--- config.mk ---
export PLATFORM = sky130hd
export DESIGN_NAME = lphy_ctl_bank
export DESIGN_NICKNAME = d
export VERILOG_FILES = /design/src/rtl/lphy_pkg.sv /design/src/rtl/lphy_addr_dec.sv /design/src/rtl/lphy_mask_reg.sv /design/src/rtl/lphy_field_map.sv /design/src/rtl/lphy_ctl_bank.sv
export SDC_FILE = /design/constraint.sdc
export NUM_CORES = 1
export LEC_CHECK = 0
export ABC_AREA = 1
export BUFFER_PORTS_ARGS = -buffer_cell sky130_fd_sc_hd__buf_2
export CAP_MARGIN = 15
export CELL_PAD_IN_SITES_DETAIL_PLACEMENT = 1
export CELL_PAD_IN_SITES_GLOBAL_PLACEMENT = 2
export CORE_MARGIN = 4
export CORE_UTILIZATION = 30
export CTS_BUF_LIST = sky130_fd_sc_hd__clkbuf_2
export DETAILED_ROUTE_END_ITERATION = 8
export GPL_ROUTABILITY_DRIVEN = 0
export PLACE_DENSITY = 0.93
export SYNTH_ARGS = -nofsm -noshare
export SYNTH_HDL_FRONTEND = slang
export SYNTH_SLANG_ARGS = --single-unit
--- constraint.sdc ---
create_clock -name clk -period 3.2 [get_ports clk]
set_input_delay 0.48 -clock clk [delete_from_list [all_inputs] [get_ports clk]]
set_output_delay 0.48 -clock clk [all_outputs]
set_load 0.01 [all_outputs]
--- src/rtl/lphy_pkg.sv ---
package lphy_pkg;

    localparam int HALF_W   = 16;
    localparam int NUM_CTRL = 12;
    localparam int NUM_STAT = 2;
    localparam int LANES    = 4;

    // Bits physically built in each control register
    function automatic logic [HALF_W-1:0] impl_mask(input int idx);
        case (idx)
            0:       return 16'h0FF3;
            1:       return 16'h7FFF;
            2:       return 16'h073F;
            3:       return 16'hFFFF;
            4:       return 16'h7777;
            5:       return 16'h03FF;
            6:       return 16'hFBFF;
            7:       return 16'hFFFF;
            8:       return 16'hFFFF;
            9:       return 16'hFFFF;
            10:      return 16'h0037;
            11:      return 16'h7F77;
            default: return 16'h0000;
        endcase
    endfunction

    // Reset contents: lanes idle and powered down, PLL powered down
    function automatic logic [HALF_W-1:0] reset_val(input int idx);
        return (idx == 0) ? 16'h0FF1 : 16'h0000;
    endfunction

    typedef struct packed {
        logic [LANES-1:0]        tx_idle;
        logic [LANES-1:0]        tx_pd;
        logic                    iddq_en;
        logic                    pll_pd;
        logic [14:0]             pll_div;
        logic [2:0]              tx_term;
        logic [1:0]              link_rate;
        logic [3:0]              ref_div;
        logic [LANES-1:0][3:0]   tx_emp;
        logic [LANES-1:0][2:0]   tx_amp;
        logic [LANES-1:0][1:0]   tx_amp_scale;
        logic [1:0]              tx_mode;
        logic [3:0]              ssc_depth;
        logic                    ssc_en;
        logic [9:0]              ssc_cnt;
        logic [15:0]             spare_ctl;
        logic [15:0]             pll_ctl_hi;
        logic [15:0]             tx_ctl;
        logic                    aux_rcv_pd_sel;
        logic                    aux_drv_pd_sel;
        logic                    aux_idle;
        logic                    aux_rcv_pd;
        logic                    aux_drv_pd;
        logic [2:0]              aux_vcm;
        logic [1:0]              aux_mode;
        logic [1:0]              aux_amp_scale;
        logic [2:0]              aux_amp;
        logic [2:0]              aux_term;
    } lphy_ctl_t;

    typedef struct packed {
        logic [2*HALF_W-1:0] rdata;
    } bank_state_t;

endpackage

--- src/rtl/lphy_addr_dec.sv ---
module lphy_addr_dec #(
    parameter int ADDR_W   = 8,
    parameter int NUM_CTRL = 12,
    parameter int NUM_STAT = 2
) (
    input  logic [ADDR_W-1:0]   addr,
    output logic [NUM_CTRL-1:0] ctrl_sel,
    output logic [NUM_STAT-1:0] stat_sel
);
    localparam int IDX_W    = ADDR_W - 2;
    localparam int STAT_IDX = NUM_CTRL;

    logic             aligned;
    logic [IDX_W-1:0] word_idx;

    assign aligned  = (addr[1:0] == 2'b00);
    assign word_idx = addr[ADDR_W-1:2];

    for (genvar i = 0; i < NUM_CTRL; i++) begin : g_ctrl
        assign ctrl_sel[i] = aligned && (word_idx == IDX_W'(i));
    end

    for (genvar j = 0; j < NUM_STAT; j++) begin : g_stat
        assign stat_sel[j] = aligned && (word_idx == IDX_W'(STAT_IDX + j));
    end
endmodule

--- src/rtl/lphy_mask_reg.sv ---
module lphy_mask_reg #(
    parameter int          W    = 16,
    parameter logic [W-1:0] RST  = '0,
    parameter logic [W-1:0] IMPL = '1
) (
    input  logic         clk,
    input  logic         rst,
    input  logic         we,
    input  logic [2*W-1:0] wdata,
    output logic [W-1:0] q
);
    logic [W-1:0] q_d, q_q;
    logic [W-1:0] bit_en;
    logic [W-1:0] bit_val;

    assign bit_en  = wdata[2*W-1:W];
    assign bit_val = wdata[W-1:0];

    always_comb begin
        q_d = q_q;
        if (we) begin
            q_d = ((q_q & ~bit_en) | (bit_val & bit_en)) & IMPL;
        end
    end

    always_ff @(posedge clk) begin
        if (rst) begin
            q_q <= RST;
        end else begin
            q_q <= q_d;
        end
    end

    assign q = q_q;
endmodule

--- src/rtl/lphy_field_map.sv ---
module lphy_field_map
    import lphy_pkg::*;
(
    input  logic [NUM_CTRL-1:0][HALF_W-1:0] regs,
    output lphy_ctl_t                       ctl
);
    logic unused_bits;

    always_comb begin
        ctl = '0;
        ctl.tx_idle   = regs[0][11:8];
        ctl.tx_pd     = regs[0][7:4];
        ctl.iddq_en   = regs[0][1];
        ctl.pll_pd    = regs[0][0];
        ctl.pll_div   = regs[1][14:0];
        ctl.tx_term   = regs[2][10:8];
        ctl.link_rate = regs[2][5:4];
        ctl.ref_div   = regs[2][3:0];
        for (int l = 0; l < LANES; l++) begin
            ctl.tx_emp[l]       = regs[3][4*l +: 4];
            ctl.tx_amp[l]       = regs[4][4*l +: 3];
            ctl.tx_amp_scale[l] = regs[5][2*l +: 2];
        end
        ctl.tx_mode        = regs[5][9:8];
        ctl.ssc_depth      = regs[6][15:12];
        ctl.ssc_en         = regs[6][11];
        ctl.ssc_cnt        = regs[6][9:0];
        ctl.spare_ctl      = regs[7];
        ctl.pll_ctl_hi     = regs[8];
        ctl.tx_ctl         = regs[9];
        ctl.aux_rcv_pd_sel = regs[10][5];
        ctl.aux_drv_pd_sel = regs[10][4];
        ctl.aux_idle       = regs[10][2];
        ctl.aux_rcv_pd     = regs[10][1];
        ctl.aux_drv_pd     = regs[10][0];
        ctl.aux_vcm        = regs[11][14:12];
        ctl.aux_mode       = regs[11][11:10];
        ctl.aux_amp_scale  = regs[11][9:8];
        ctl.aux_amp        = regs[11][6:4];
        ctl.aux_term       = regs[11][2:0];
    end

    assign unused_bits = ^{regs[0][15:12], regs[0][3:2], regs[1][15],
                           regs[2][15:11], regs[2][7:6],
                           regs[4][15], regs[4][11], regs[4][7], regs[4][3],
                           regs[5][15:10], regs[6][10], regs[10][15:6],
                           regs[10][3], regs[11][15], regs[11][7], regs[11][3]};
endmodule

--- src/rtl/lphy_ctl_bank.sv ---
module lphy_ctl_bank
    import lphy_pkg::*;
#(
    parameter int ADDR_W = 8
) (
    input  logic        clk,
    input  logic        rst,
    input  logic        wr_en,
    input  logic        rd_en,
    input  logic [ADDR_W-1:0] addr,
    input  logic [31:0] wdata,
    output logic [31:0] rdata,
    input  logic        pll_ready,
    input  logic [15:0] phy_status,
    output logic [3:0]  tx_idle,
    output logic [3:0]  tx_pd,
    output logic        iddq_en,
    output logic        pll_pd,
    output logic [14:0] pll_div,
    output logic [2:0]  tx_term,
    output logic [1:0]  link_rate,
    output logic [3:0]  ref_div,
    output logic [15:0] tx_emp,
    output logic [11:0] tx_amp,
    output logic [7:0]  tx_amp_scale,
    output logic [1:0]  tx_mode,
    output logic [3:0]  ssc_depth,
    output logic        ssc_en,
    output logic [9:0]  ssc_cnt,
    output logic [15:0] spare_ctl,
    output logic [15:0] pll_ctl_hi,
    output logic [15:0] tx_ctl,
    output logic        aux_rcv_pd_sel,
    output logic        aux_drv_pd_sel,
    output logic        aux_idle,
    output logic        aux_rcv_pd,
    output logic        aux_drv_pd,
    output logic [2:0]  aux_vcm,
    output logic [1:0]  aux_mode,
    output logic [1:0]  aux_amp_scale,
    output logic [2:0]  aux_amp,
    output logic [2:0]  aux_term
);
    logic [NUM_CTRL-1:0]             ctrl_sel;
    logic [NUM_STAT-1:0]             stat_sel;
    logic [NUM_CTRL-1:0][HALF_W-1:0] ctl_regs;
    logic [HALF_W-1:0]               rd_word;
    lphy_ctl_t                       ctl;
    bank_state_t                     st_d, st_q;

    lphy_addr_dec #(
        .ADDR_W   (ADDR_W),
        .NUM_CTRL (NUM_CTRL),
        .NUM_STAT (NUM_STAT)
    ) u_dec (
        .addr     (addr),
        .ctrl_sel (ctrl_sel),
        .stat_sel (stat_sel)
    );

    for (genvar i = 0; i < NUM_CTRL; i++) begin : g_reg
        lphy_mask_reg #(
            .W    (HALF_W),
            .RST  (reset_val(i)),
            .IMPL (impl_mask(i))
        ) u_reg (
            .clk   (clk),
            .rst   (rst),
            .we    (wr_en && ctrl_sel[i]),
            .wdata (wdata),
            .q     (ctl_regs[i])
        );
    end

    lphy_field_map u_map (
        .regs (ctl_regs),
        .ctl  (ctl)
    );

    // Read path samples current contents, so a same-cycle write is not seen
    always_comb begin
        rd_word = '0;
        for (int i = 0; i < NUM_CTRL; i++) begin
            if (ctrl_sel[i]) rd_word = rd_word | ctl_regs[i];
        end
        if (stat_sel[0]) rd_word = rd_word | {{(HALF_W-1){1'b0}}, pll_ready};
        if (stat_sel[1]) rd_word = rd_word | phy_status;

        st_d = st_q;
        if (rd_en) begin
            st_d.rdata = {{HALF_W{1'b0}}, rd_word};
        end
    end

    always_ff @(posedge clk) begin
        if (rst) begin
            st_q <= '0;
        end else begin
            st_q <= st_d;
        end
    end

    assign rdata          = st_q.rdata;
    assign tx_idle        = ctl.tx_idle;
    assign tx_pd          = ctl.tx_pd;
    assign iddq_en        = ctl.iddq_en;
    assign pll_pd         = ctl.pll_pd;
    assign pll_div        = ctl.pll_div;
    assign tx_term        = ctl.tx_term;
    assign link_rate      = ctl.link_rate;
    assign ref_div        = ctl.ref_div;
    assign tx_emp         = ctl.tx_emp;
    assign tx_amp         = ctl.tx_amp;
    assign tx_amp_scale   = ctl.tx_amp_scale;
    assign tx_mode        = ctl.tx_mode;
    assign ssc_depth      = ctl.ssc_depth;
    assign ssc_en         = ctl.ssc_en;
    assign ssc_cnt        = ctl.ssc_cnt;
    assign spare_ctl      = ctl.spare_ctl;
    assign pll_ctl_hi     = ctl.pll_ctl_hi;
    assign tx_ctl         = ctl.tx_ctl;
    assign aux_rcv_pd_sel = ctl.aux_rcv_pd_sel;
    assign aux_drv_pd_sel = ctl.aux_drv_pd_sel;
    assign aux_idle       = ctl.aux_idle;
    assign aux_rcv_pd     = ctl.aux_rcv_pd;
    assign aux_drv_pd     = ctl.aux_drv_pd;
    assign aux_vcm        = ctl.aux_vcm;
    assign aux_mode       = ctl.aux_mode;
    assign aux_amp_scale  = ctl.aux_amp_scale;
    assign aux_amp        = ctl.aux_amp;
    assign aux_term       = ctl.aux_term;
endmodule

==> results of run 1 <==
routing by layer:
layer	share of wire, %	wire [um]	global-route usage, %	vias to the layer above
li1	-	-	-	4630
met1	45	18200	34.8	4855
met4	1.4	562	5.38	2
met2	46	18400	39.8	370
met3	7.3	2930	5.47	47
met5	0.032	13	0	-
stage by stage:
step / std cells / hold WS [ps]
after global routing: 1907 / 1.21
after global placement: 1856 / 458
after detailed placement: 1856 / 463
after floorplan: 1326 / 479
final: 1907 / 40.8
after CTS: 1904 / 1.30
synthesized netlist by cell type:
| master | n | area (um2) |
|---|---|---|
| nand2_2 | 5 | 31.3 |
| nor2_8 | 1 | 20.0 |
| buf_6 | 3 | 33.8 |
| buf_12 | 1 | 20.0 |
| dfxtp_1 | 169 | 3380 |
| nor3_2 | 1 | 10.0 |
| inv_2 | 5 | 18.8 |
| nor2_1 | 124 | 465 |
| o21ai_0 | 59 | 295 |
| clkinv_2 | 2 | 10.0 |
| nor2_4 | 8 | 90.1 |
| nand3_1 | 152 | 761 |
| nand2_1 | 361 | 1360 |
| clkbuf_2 | 1 | 5.00 |
| buf_2 | 31 | 155 |
| inv_6 | 1 | 8.76 |
| o21ai_1 | 1 | 5.00 |
| conb_1 | 1 | 3.75 |
| nor2_2 | 4 | 25.0 |
| nand2_4 | 5 | 56.3 |
| inv_1 | 70 | 263 |
| clkinv_1 | 1 | 3.75 |
| nor3_1 | 98 | 490 |
| buf_4 | 25 | 188 |
| clkbuf_1 | 45 | 169 |
| a21oi_1 | 137 | 686 |
kinds of logic after synthesis:
kind of cell | synth area share (%)
AO/OA/AOI/OAI | 11.5
buffers and inverters | 10.2
flip-flops | 39.6
other | 0.0438
AND/OR/NAND/NOR | 38.6
layout make-up:
| class | count | area [um2] |
|---|---|---|
| clock buffer | 18 | 90.1 |
| fill | 3755 | 17600 |
| clock inverter | 13 | 129 |
| multi-input combinational | 972 | 4370 |
| timing repair buffer | 277 | 1570 |
| tap | 378 | 473 |
| sequential | 169 | 3380 |
| antenna | 1 | 2.50 |
| inverter | 79 | 304 |
final timing paths:
check | from | slack [ps] | to | cells after the start
setup / recovery | register | 1280 | pll_div[8] | 1
hold reg to reg | register | 490 | register | 2
setup reg to reg | register | 1990 | rdata[7]$_SDFFE_PP0P_ | 6
hold / removal | wdata[9] | 40 | register | 3
placed cells by master (no fill, tap or decap), types with 5 or more instances in the layout:
master and instances:
a21oi_1 137, buf_2 228, buf_4 29, clkbuf_2 18, clkinv_2 5, conb_1 16, dfxtp_1 169, dlygate4sd3_1 19
inv_1 70, inv_2 5, nand2_1 361, nand2_2 5, nand2_4 5, nand3_1 152, nor2_1 122, nor2_2 6
nor2_4 8, nor3_1 97, o21ai_0 59
report_power, final:
group	switching [mW]	total [mW]	leakage [nW]	internal [mW]
logic	0.251	0.334	3.17	0.0830
clock network	0.832	1.18	0.137	0.351
registers	0.00718	2.13	1.36	2.12
total	1.09	3.65	4.67	2.56
repair_timing:
item                      in CTS  in global routing
hold endpoints to repair      30                  5
hold buffers                  17                  2
buffers inserted               0                  0
==> flow_summary.json, run 1 <==
{
  "drt-initial-drc-count": 871,
  "postPlaceCellArea_um2": 9910,
  "hold_path.class": "in2reg",
  "initial_core_util_pct": 30.6,
  "p_total_mw": 3.65,
  "cts_num_sinks": 169,
  "status": "completed",
  "cp-end-kind": "output port",
  "ys_ff_latch": 169,
  "min_period_over_period_pct": 60.1,
  "rsz0062_at_grt": "no",
  "synthCells": 1311,
  "pre_cts_ws_ps": 705,
  "rows": 61,
  "cts_buffers": 17,
  "die_y_um": 177,
  "core_area_um2": 27900,
  "crit_chain": "buf_2",
  "clk_pin_slew_ps": 280,
  "route.antenna.remaining_nets": 0,
  "design_area_um2": 10300,
  "synth_area_um2": 8550,
  "grt_overflow_total": 0,
  "area_growth_pct": 20.6,
  "clk_latency_ps": 790,
  "via_per_inst": 5.19,
  "grt_pass1_vias": 9737,
  "max_stage_delay_ps": 480,
  "nNetsFinal": 1577,
  "avgSynthCellArea_um2": 6.52,
  "antenna_found_initial": 2,
  "cts_resized": 0,
  "maxCapViolCount": 0,
  "vias": 9904,
  "ir_worst_vdd_uv": 162,
  "worst_pin_slew_ps": 795,
  "seq_area_frac_synth_pct": 39.6,
  "drive_above_1_share_pct": 21.0,
  "setup.worst_path.start_class": "register",
  "grt_usage_pct": 24.9,
  "setup_violations": 0,
  "p_leak_nw": 4.67,
  "post-route-util_pct": 36.9,
  "cellPowerDensity_nw_per_um2": 354,
  "crit_slowest_cell": "dfxtp_1",
  "grt_max_degree": 127,
  "cp_top_family": "flip-flops",
  "cts_tree": "yes",
  "io_pins": 246,
  "fmax_mhz": 520,
  "portBuffers": 229,
  "cts_buffer_depth": 2,
  "drv_slew": 0,
  "first_pass_iters": 5,
  "report.final.hold_viol_count": 0,
  "worst-setup-path-type": "reg2out",
  "drc": 0,
  "setup_tns_ps": 0,
  "grt_pass1_wl_um": 59900,
  "die-area_um2": 31300,
  "wire_per_inst_um": 21.0,
  "dpl.hpwl_um": 27700,
  "path_max_fanout": 3,
  "synth.distinct_cells": 26,
  "skew_ps": 40.5,
  "worstPathRequired_ps": 2720,
  "die_x_um": 177,
  "wl_um": 40100,
  "cts_max_level": 4,
  "crit_arrival_ps": 1440,
  "cts_root_buffer": "clkbuf_2",
  "finalCriticalPeriod_ps": 1920,
  "relSlewSlack_pct": 46.7,
  "cp.buffers_inverters": 1,
  "fin_ws_ps": 1280,
  "yosys_warnings": 0
}
Power figures use the tool's default switching activity.
==> inputs of run 2 (changes only) <==
- ABC_AREA: 1 -> 0
- CORE_UTILIZATION: 30 -> 27
- PLACE_DENSITY: 0.93 -> 0.84
- clock period: 3.2 -> 1.6 ns (I/O delays scaled with it)
==> flow_summary.json, run 2 <==
{
  "route.antenna.remaining_nets": 0,
  "die-area_um2": 34100,
  "seq_area_frac_synth_pct": 40.2,
  "grt_usage_pct": 24.1,
  "cts_buffers": 17,
  "yosys_warnings": 0,
  "initial_core_util_pct": 27.5,
  "synth_area_um2": 8420,
  "postPlaceCellArea_um2": 10600,
  "drt-initial-drc-count": 676,
  "cp.buffers_inverters": 4,
  "post-route-util_pct": 45.8,
  "ir_worst_vdd_uv": 302,
  "die_y_um": 185,
  "grt_pass1_wl_um": 62400,
  "wl_um": 43700,
  "dpl.hpwl_um": 28900,
  "grt_overflow_total": 0,
  "yosysTopAreaCell": "dfxtp_1",
  "rows": 64,
  "clk_latency_ps": 790,
  "crit_chain": "buf_2, dlygate4sd3_1, nor2_1, dlygate4sd3_1, buf_4, a222oi_1, nand2b_1, a311oi_1",
  "cellPowerDensity_nw_per_um2": 567,
  "core_area_um2": 30700,
  "clk_pin_slew_ps": 260,
  "wire_per_inst_um": 22.3,
  "synthCells": 1068,
  "area_growth_pct": 66.8,
  "worst-setup-path-type": "in2reg",
  "cpMostUsedCell": "dlygate4sd3_1",
  "ys_ff_latch": 169,
  "maxCapViolCount": 0,
  "via_per_inst": 5.20,
  "skew_ps": 30.4,
  "p_leak_nw": 6.09,
  "synth_most_common_cell": "nand2_1",
  "grt_max_degree": 37,
  "synthArstFlopShare_pct": 0,
  "cp_top_family": "buffers and inverters",
  "worst_pin_slew_ps": 522,
  "rsz0062_at_grt": "yes",
  "cts_num_sinks": 169,
  "cts_max_level": 4,
  "layout_commonest_cell": "buf_4",
  "synth-edff-count": 0,
  "cp-end-kind": "register",
  "cts_buffer_depth": 2,
  "timing.critical_path.from": "addr[0]",
  "synth.distinct_cells": 50,
  "violations": "setup timing",
  "report.final.hold_viol_count": 0,
  "max_stage_delay_ps": 590,
  "crit_arrival_ps": 2330,
  "synth_ff_type": "dfxtp_1",
  "avgSynthCellArea_um2": 7.88,
  "synth_common_cells": "nand2_1 (250), dfxtp_1 (169), nand3_1 (104), a21oi_1 (93), nor2_1 (91)",
  "min_period_over_period_pct": 101,
  "fin_ws_ps": -10.1,
  "relSlewSlack_pct": 65.2,
  "portBuffers": 229,
  "drc": 0,
  "final_cell_mix": "buf_4 (251), nand2_1 (250), buf_6 (168)",
  "antenna_found_initial": 4,
  "yosys.area.top_type_share_pct": 40.2,
  "path_max_fanout": 6,
  "hold_path.class": "in2reg",
  "cts_tree": "yes",
  "status": "complete, but fails checks",
  "hold-worst-slack_ps": 103,
  "nNetsFinal": 1608,
  "setup.worst_path.start_class": "input pin",
  "r2r_slack_ps": 60,
  "fmax_mhz": 621,
  "design_area_um2": 14000,
  "first_pass_iters": 8,
  "cts_root_buffer": "clkbuf_2",
  "drive_above_1_share_pct": 46.2,
  "die_x_um": 185,
  "vias": 10200,
  "io_pins": 246,
  "setup_violations": 2,
  "crit_slowest_cell": "dlygate4sd3_1",
  "finalCriticalPeriod_ps": 1610,
  "grt_pass1_vias": 10400,
  "yosys-top-cells-area": "dfxtp_1 (40%), nand2_1 (11%), mux2i_1 (9.2%), nand3_1 (6.2%), a21oi_1 (5.5%)",
  "min-delay-start": "addr[5]",
  "worstPathRequired_ps": 2320,
  "drv_slew": 0
}
-- run 2: cell types whose count changed after synthesis, sizes merged, moves of 16 or more --
cell,delta
a21oi,-44
a22oi,+28
clkbuf,+16
inv,-76
mux2i,+77
nand2,-121
nand3,-48
nor2,-46
nor3,-96
o21ai,-48
-- run 2: logic make-up after synthesis --
group	synth area share (%)
and+or+nand+nor	25.3
AOI/OAI and AO/OA	15.5
DFF	40.2
buffers and inverters	7.41
muxes	11.6
other	0.0445
-- run 2: metrics by stage --
step	instances	setup TNS (ps)	setup WS (ps)	power (mW)
floorplan	1083	0	9.56	4.75
global placement	1701	-22370	-323	5.13
detailed placement	1701	-29880	-360	5.14
CTS	1935	-846	-46.4	7.95
global route	1958	-8950	-112	8.25
finish	1958	-11.4	-10.1	7.96
-- run 2: cell type report --
type | count | area, um2
multi-input cells | 790 | 4480
diodes | 2 | 5.00
well taps | 396 | 495
flip-flops and latches | 169 | 3650
clock buffers | 20 | 100
clock inverters | 12 | 175
fillers | 3617 | 16600
repair buffers | 569 | 5140
-- run 2: report_power, final --
group          internal, mW  switching (mW)
Combinational         0.398           0.566
Clock                  1.04            1.73
Sequential             4.20          0.0230
Total                  5.64            2.32
-- run 2: timing repair --
item	4_1_cts	5_1_grt
endpoints found under the setup margin	169	173
hold buffers	75	0
gates resized for setup	288	109
endpoints found under the hold margin	169	0
buffers inserted	127	22
pin swaps	0	2
-- run 2: layer usage --
layer  share of wire, %  GRT usage (%)  vias up  wire, um
li1                   -              -     4626         -
met1                 41           30.6     5048     18000
met2                 48           40.2      397     21100
met3                6.6           5.05       97      2900
met4                3.8           8.84        4      1650
met5              0.082              0        -        36
-- run 2: path summary, 6_finish.rpt --
path         cells after the start                      to
max                              8   rdata[4]$_SDFFE_PP0P_
max reg2reg                      6   rdata[1]$_SDFFE_PP0P_
min                              5  rdata[11]$_SDFFE_PP0P_
min reg2reg                      2                register
-- run 2: worst register-to-register path: cells and delay by family (launching register included) --
family | cells | cell delay (ps)
buffers and inverters | 1 | 130
muxes | 1 | 470
AOI/OAI and AO/OA | 1 | 200
DFF | 1 | 390
and+or+nand+nor | 3 | 270
